### config.mk
export PLATFORM = sky130hd
export DESIGN_NAME = spread_profile_gen
export DESIGN_NICKNAME = d
export VERILOG_FILES = /design/src/rtl/ssc_pkg.sv /design/src/rtl/ssc_sync.sv /design/src/rtl/ssc_en_sel.sv /design/src/rtl/ssc_tri_core.sv /design/src/rtl/spread_profile_gen.sv
export SDC_FILE = /design/constraint.sdc
export NUM_CORES = 1
export LEC_CHECK = 0
export ABC_AREA = 1
export BUFFER_PORTS_ARGS = -buffer_cell sky130_fd_sc_hd__buf_2
export CAP_MARGIN = 20
export CORE_MARGIN = 1.5
export CORE_UTILIZATION = 60
export CTS_BUF_LIST = sky130_fd_sc_hd__clkbuf_16
export DETAILED_ROUTE_END_ITERATION = 8
export PLACE_DENSITY = 0.78
export SETUP_SLACK_MARGIN = 0.3
export SYNTH_ARGS = -nofsm -noshare
export SYNTH_HDL_FRONTEND = slang
export SYNTH_SLANG_ARGS = --single-unit
### constraint.sdc
create_clock -name clk_i -period 5.5 [get_ports clk_i]
set_input_delay 0 -clock clk_i [delete_from_list [all_inputs] [get_ports clk_i]]
set_output_delay 0 -clock clk_i [all_outputs]
set_load 0.1 [all_outputs]
### src/rtl/ssc_pkg.sv
package ssc_pkg;
  localparam int OFF_W = 16;
  typedef enum logic {
    SPREAD_DOWN   = 1'b0,
    SPREAD_CENTER = 1'b1
  } spread_mode_e;
endpackage

### src/rtl/ssc_sync.sv
module ssc_sync #(
  parameter int STAGES = 2
) (
  input  logic clk_i,
  input  logic rst_ni,
  input  logic d_i,
  output logic q_o
);
  logic [STAGES-1:0] sr_q;

  always_ff @(posedge clk_i or negedge rst_ni) begin
    if (!rst_ni) sr_q <= '0;
    else         sr_q <= {sr_q[STAGES-2:0], d_i};
  end

  assign q_o = sr_q[STAGES-1];
endmodule

### src/rtl/ssc_en_sel.sv
module ssc_en_sel (
  input  logic pin_sync_i,
  input  logic sw_ctl_i,
  input  logic reg_en_i,
  output logic en_o
);
  assign en_o = sw_ctl_i ? reg_en_i : pin_sync_i;
endmodule

### src/rtl/ssc_tri_core.sv
module ssc_tri_core
  import ssc_pkg::*;
#(
  parameter int PEAK     = 784,
  parameter int INC_FAST = 4,
  parameter int INC_SLOW = 7
) (
  input  logic                    clk_i,
  input  logic                    rst_ni,
  input  logic                    en_i,
  input  logic                    type_i,
  input  logic                    ref_sel_i,
  output logic signed [OFF_W-1:0] offset_o,
  output logic                    rising_o,
  output logic                    active_o
);
  localparam int XW = OFF_W + 1;
  localparam logic signed [XW-1:0] PK_X  = XW'(PEAK);
  localparam logic signed [XW-1:0] PK2_X = XW'(2 * PEAK);
  localparam logic signed [XW-1:0] INF_X = XW'(INC_FAST);
  localparam logic signed [XW-1:0] INS_X = XW'(INC_SLOW);

  logic signed [OFF_W-1:0] off_q, off_n;
  logic                    dir_q, dir_n;
  logic                    run_q;
  spread_mode_e            mode_q, mode_eff;
  logic signed [XW-1:0]    off_x, hi_x, lo_x, inc_x, up_x, dn_x, up_c, dn_c;
  logic                    at_zero;

  assign at_zero  = (off_q == '0);
  // profile type only switches where the offset is zero
  assign mode_eff = at_zero ? spread_mode_e'(type_i) : mode_q;
  assign off_x    = XW'(off_q);
  assign hi_x     = (mode_eff == SPREAD_CENTER) ? PK_X : '0;
  assign lo_x     = (mode_eff == SPREAD_CENTER) ? -PK_X : -PK2_X;
  assign inc_x    = ref_sel_i ? INS_X : INF_X;
  assign up_x     = off_x + inc_x;
  assign dn_x     = off_x - inc_x;
  assign up_c     = (up_x > hi_x) ? hi_x : up_x;
  assign dn_c     = (dn_x < lo_x) ? lo_x : dn_x;

  always_comb begin
    dir_n = dir_q;
    off_n = off_q;
    if (dir_q) begin
      if (off_x >= hi_x) begin
        dir_n = 1'b0;
        off_n = dn_c[OFF_W-1:0];
      end else begin
        off_n = up_c[OFF_W-1:0];
      end
    end else begin
      if (off_x <= lo_x) begin
        dir_n = 1'b1;
        off_n = up_c[OFF_W-1:0];
      end else begin
        off_n = dn_c[OFF_W-1:0];
      end
    end
  end

  always_ff @(posedge clk_i or negedge rst_ni) begin
    if (!rst_ni) begin
      run_q  <= 1'b0;
      off_q  <= '0;
      dir_q  <= 1'b1;
      mode_q <= SPREAD_DOWN;
    end else if (!run_q) begin
      off_q <= '0;
      dir_q <= 1'b1;
      if (en_i) begin
        run_q  <= 1'b1;
        mode_q <= spread_mode_e'(type_i);
      end
    end else if (at_zero && !en_i) begin
      run_q <= 1'b0;
      dir_q <= 1'b1;
    end else begin
      off_q  <= off_n;
      dir_q  <= dir_n;
      mode_q <= mode_eff;
    end
  end

  assign offset_o = off_q;
  assign rising_o = dir_q;
  assign active_o = run_q;
endmodule

### src/rtl/spread_profile_gen.sv
module spread_profile_gen
  import ssc_pkg::*;
#(
  parameter int PEAK        = 784,
  parameter int INC_FAST    = 4,
  parameter int INC_SLOW    = 7,
  parameter int SYNC_STAGES = 2
) (
  input  logic              clk_i,
  input  logic              rst_ni,
  input  logic              pin_en_i,
  input  logic              sw_ctl_i,
  input  logic              reg_en_i,
  input  logic              type_i,
  input  logic              ref_sel_i,
  output logic [OFF_W-1:0]  offset_o,
  output logic              rising_o,
  output logic              active_o
);
  logic pin_sync, en_eff;
  logic signed [OFF_W-1:0] off_s;

  ssc_sync #(.STAGES(SYNC_STAGES)) u_sync (
    .clk_i (clk_i),
    .rst_ni(rst_ni),
    .d_i   (pin_en_i),
    .q_o   (pin_sync)
  );

  ssc_en_sel u_en_sel (
    .pin_sync_i(pin_sync),
    .sw_ctl_i  (sw_ctl_i),
    .reg_en_i  (reg_en_i),
    .en_o      (en_eff)
  );

  ssc_tri_core #(
    .PEAK    (PEAK),
    .INC_FAST(INC_FAST),
    .INC_SLOW(INC_SLOW)
  ) u_core (
    .clk_i    (clk_i),
    .rst_ni   (rst_ni),
    .en_i     (en_eff),
    .type_i   (type_i),
    .ref_sel_i(ref_sel_i),
    .offset_o (off_s),
    .rising_o (rising_o),
    .active_o (active_o)
  );

  assign offset_o = off_s;
endmodule

Word level (Yosys, flattened, before mapping)
Cells that the tools add are included.
- bits in registers: 21
- word-level logic and storage cells: 40
- add/subtract/negate cells: 2
- $lt $le $gt $ge: 4
- equal/unequal tests: 1
- muxes and demuxes: 23
- reductions and logical operators: 5
- operator list (operator ; count):
    $mux W16 ; 7
    $add A16 B4 Y17 ; 1
    $gt A17 B11 Y1 ; 1
    $lt A17 B12 Y1 ; 1
    $sub A16 B4 Y17 ; 1
    $ge A16 B11 Y1 ; 1
    $le A16 B12 Y1 ; 1
    $logic_not A16 Y1 ; 1
    $mux W1 ; 13
    $mux W11 ; 1
    $mux W10 ; 1
    $mux W2 ; 1
    $ne A2 B2 Y1 const B ; 1
    $reduce_and A2 Y1 ; 1
    $reduce_bool A2 Y1 ; 1
    $logic_and A1 B1 Y1 ; 1
    $logic_not A1 Y1 ; 1

Longest topological paths before layout
- depth in word-level cells: 9
- gate-level depth with buffers: 24
- mapped depth without buffers: 23

By module
Synthesis repeated with hierarchy kept, for this count alone.
- cell total of the unflattened synthesis: 400
- area total of the unflattened synthesis: 2362.3 um^2
- modules (own cells, without submodules) (module ; times used ; cells each ; area an instance (um^2) ; seq. area each (um^2)):
    ssc_tri_core ; 1 ; 394 ; 2297.2 ; 476.7
    ssc_sync ; 1 ; 2 ; 50.0 ; 50.0
    ssc_en_sel ; 1 ; 4 ; 15.0 ; 0.0

Worst setup path after synthesis
OpenSTA, ideal clock, no wires.
- path kind: register to register
- start point: register u_core.off_q[0] (netlist: u_core.offset_o[0])
- end point: register u_core.off_q[5] (netlist: u_core.offset_o[5])
- arrival time: 3.347 ns
- setup slack: 2.027 ns
- stages on the path, launching flop included: 24
- period minus slack after synthesis: 3.473 ns
- cells stage by stage: dfrtp_1 inv_1 ha_1 fa_1 inv_1 nand2_1 nand2_1 inv_1 nand2_1 nor2_1 nand2_1 xor2_1 inv_1 ha_1 inv_1 nor2_1 nand2_1 nor2_1 nand2_1 nand3_2 buf_6 nand3_1 nand2_1 o21ai_0
- cells in the longest elaborated chain, start to end: 9
- elaborated cells between the ends (all ways): 19
- classes of those cells: 2 x add/sub; 4 x order compare; 1 x eq/ne; 10 x mux; 2 x reduce/logical
- ends and longest elaborated chain (item ; RTL line ; RTL):
    start, declared ; ssc_tri_core.sv:23 ; logic signed [OFF_W-1:0] off_q, off_n;
    start signal, assigned ; ssc_tri_core.sv:79 ; off_q <= off_n;
    parallel branches: the longest is 9 deep, another holds $sub A16 B4 Y17 ; -- ;
Several ways; the timed one is not identified. The select of a mux whose other input is x is not followed.
A chain may end at the register's enable or synchronous reset.

Final worst setup path
- start point: register u_core.off_q[3] (netlist: u_core.offset_o[3])
- end point: register u_core.off_q[9] (netlist: u_core.offset_o[9])
Same word-level chain as after synthesis.

==> results.cfg <==
[timing]
maxSlewViolCount = 0
setup_viol = 0
fin_crit_ps = 3550
finalSetupTns_ps = 0
rsz0062_at_grt = no
finalClockSkew_ps = 1.91
maxSlewHeadroom = 0.637
tightest_slew_ps = 545
clock.fmax_ghz = 0.282
hold_violations = 0
period_share = 0.646

[placed_design]
gp_congestion = 1.11
port_buffers = 24
hpwlAfterDp_mm = 5.84

[floorplan]
fp-row-count = 22
dieArea_sq_mm = 0.00439
core_sq_mm = 0.00374
start_util = 0.642
die_h_um = 66.3
die_w_um = 66.3
ios = 25

[route]
via_per_inst = 5.83
drc = 0
totalWireLength_mm = 7.29
ant_nets = 0
avgRoutedWirePerCell_um = 15.5
vias = 2745
dr.pass1.iters = 6
first_iter_violations = 389

[cells_and_area]
nFillCells = 349
regArea_sq_um = 527
insertedDiodeCount = 0
num-nets-final = 447
multi_input_area_sq_mm = 0.00160
areaGrowthSynthToFinish_pct = 9.06
drive_gt1_frac = 0.106

[grt]
grt_pass1_wl_mm = 11.6
grt_overflow = 0
grt_pass1_vias = 2474
grt_antenna_before_repair = 0
grt_max_degree = 22
grt_util_all_layers = 0.360

[critical_path]
startpoint_type = register
cp_num_cells = 16
r2r-start = u_core.offset_o[3]
cp.required_ps = 5630
crit_type = reg -> reg
crit_fanout = 8
path_buf_inv = 4
worst_path_max_delay_cell = dfrtp_1
cp_top_family = simple AND/OR/NAND/NOR gates
crit_chain = inv_1, nand4_1, nor2_1, nand3_1, nand2_1, inv_1, ha_1, inv_1, nor4_1, a22oi_1, o21ai_2, inv_2, nand2_4, nand2_1, nand3_1, nand2_1
r2r_cells = 16
reg2reg_to = u_core.offset_o[9]
r2r_setup_slack_ps = 1950
arrival_ps = 3690
end_kind = register
critPathMaxStageDelay_ps = 470

[synth]
synth_top_cell_by_area = nand2_1
yosys_warnings = 0
synth_compound_area_frac = 0.0495
synth_fa_ha_area_frac = 0.0896
ys.flop_type = dfrtp_1
yosys_register_bits = 21
synth_mux_area_frac = 0.00417
synth_common_cells = nand2_1, inv_1, nor2_1
ys_types = 31
synth_cells = 400
synth_edf_count = 0
synth_top_family_by_area = simple AND/OR/NAND/NOR gates
synth_xor_area_frac = 0.0328
ys_seq_area_frac = 0.219
postSynthNetCount = 423
syn_area_sq_mm = 0.00240
ys_async_sr_fraction = 1.00
synthSimpleGateAreaFrac = 0.491
yosysMostFrequentCell = nand2_1
avgSynthCellArea_sq_um = 6.01
synth_area_leaders = nand2_1, dfrtp_1, nand3_1, inv_1, ha_1
synth_top_area_frac = 0.236

[clock_network]
clock_path_buffers = 2
root_buffer = clkbuf_16
clock_sink_count = 21
cts.hold.buffers_added = 2
cts_resized = 0
htreeDepth = 1
clkLatencyLatePin_ps = 260
cts_setup_buffers = 0
cts_tree = done
clk_pin_slew_ps = 60
cts_buffers = 3

[min_path]
whs_path_depth = 5
hold_start = reg_en_i
holdPathEnd = u_core.active_o
hold_class = in -> reg

[outcome]
status = finished, final reports clean

[flow_run]
cap_violations = 0
==> worst max path at each step <==
stage	startpoint	endpoint	slack, ps
5_1_grt	u_core.offset_o[3]	u_core.offset_o[2]	1670
2_1_floorplan	u_core.offset_o[0]	u_core.offset_o[5]	2030
3_5_place_dp	u_core.offset_o[3]	u_core.offset_o[2]	2130
6_report	u_core.offset_o[3]	u_core.offset_o[9]	1950
4_1_cts	u_core.offset_o[3]	u_core.offset_o[2]	2050
3_3_place_gp	u_core.offset_o[3]	u_core.offset_o[9]	2160
==> per-stage QoR <==
stage          utilization  instances  hold WS (ps)  setup slack (ps)  cell area (sq um)
3_5_place_dp         0.673        465          5.53              2130               2520
6_report             0.700        471           167              1950               2620
4_1_cts              0.700        471           156              2050               2620
3_3_place_gp         0.673        465         -1.52              2160               2520
2_1_floorplan            -        400          -296              2030               2400
5_1_grt              0.700        471           195              1670               2620
==> tightest hold or removal path, stage by stage <==
cell	delay [ps]
buf_2	90
mux2i_1	110
nand2_1	80
nand2_1	50
inv_1	60
==> layout by cell type (no fill, tap or decap), types with 2 or more instances in the layout <==
cell type and count:
a21oi_1 6, buf_2 24, clkbuf_16 3, dfrtp_1 20, dlygate4sd3_1 2, fa_1 2
ha_1 14, inv_1 54, nand2_1 151, nand2_4 2, nand3_1 41, nand3b_1 3
nand4_1 10, nor2_1 44, nor2_2 4, nor2_4 3, nor3_1 3, nor4_1 2
o21ai_0 13, or2_2 2, xor2_1 9
==> metal layers <==
layer / vias to the layer above / track usage / routed length (um)
li1: 1307 / - / -
met1: 1212 / 0.470 / 2860
met2: 199 / 0.590 / 3400
met3: 27 / 0.0511 / 760
met4: 0 / 0.158 / 279
met5: - / 0 / 0
==> cell type report <==
type	instances	share of cell area
clock buffers	3	0.0287
clock inverters	1	0.00191
inverters	56	0.0802
multi-input cells	316	0.612
flip-flops and latches	21	0.201
well taps	48	0.0229
repair buffers	26	0.0535
==> kinds of logic after synthesis <==
kind of cell               after synthesis
DFF                                     21
muxes                                    1
buffers and inverters                   63
and+or+nand+nor                        268
AOI/OAI and AO/OA                       22
xor gates and xnor gates                 9
adders and majority gates               16
==> flip-flops by register name (all words and copies together) (netlist names) <==
signal / flops
u_sync.sr_q: 2
u_core.rising_o: 1
u_core.active_o: 1
u_core.offset_o: 16
u_core.mode_q: 1
Power is left out: the tool's default activity adds up to more than one toggle a clock period on the data nets, which glitch-free logic cannot reach.
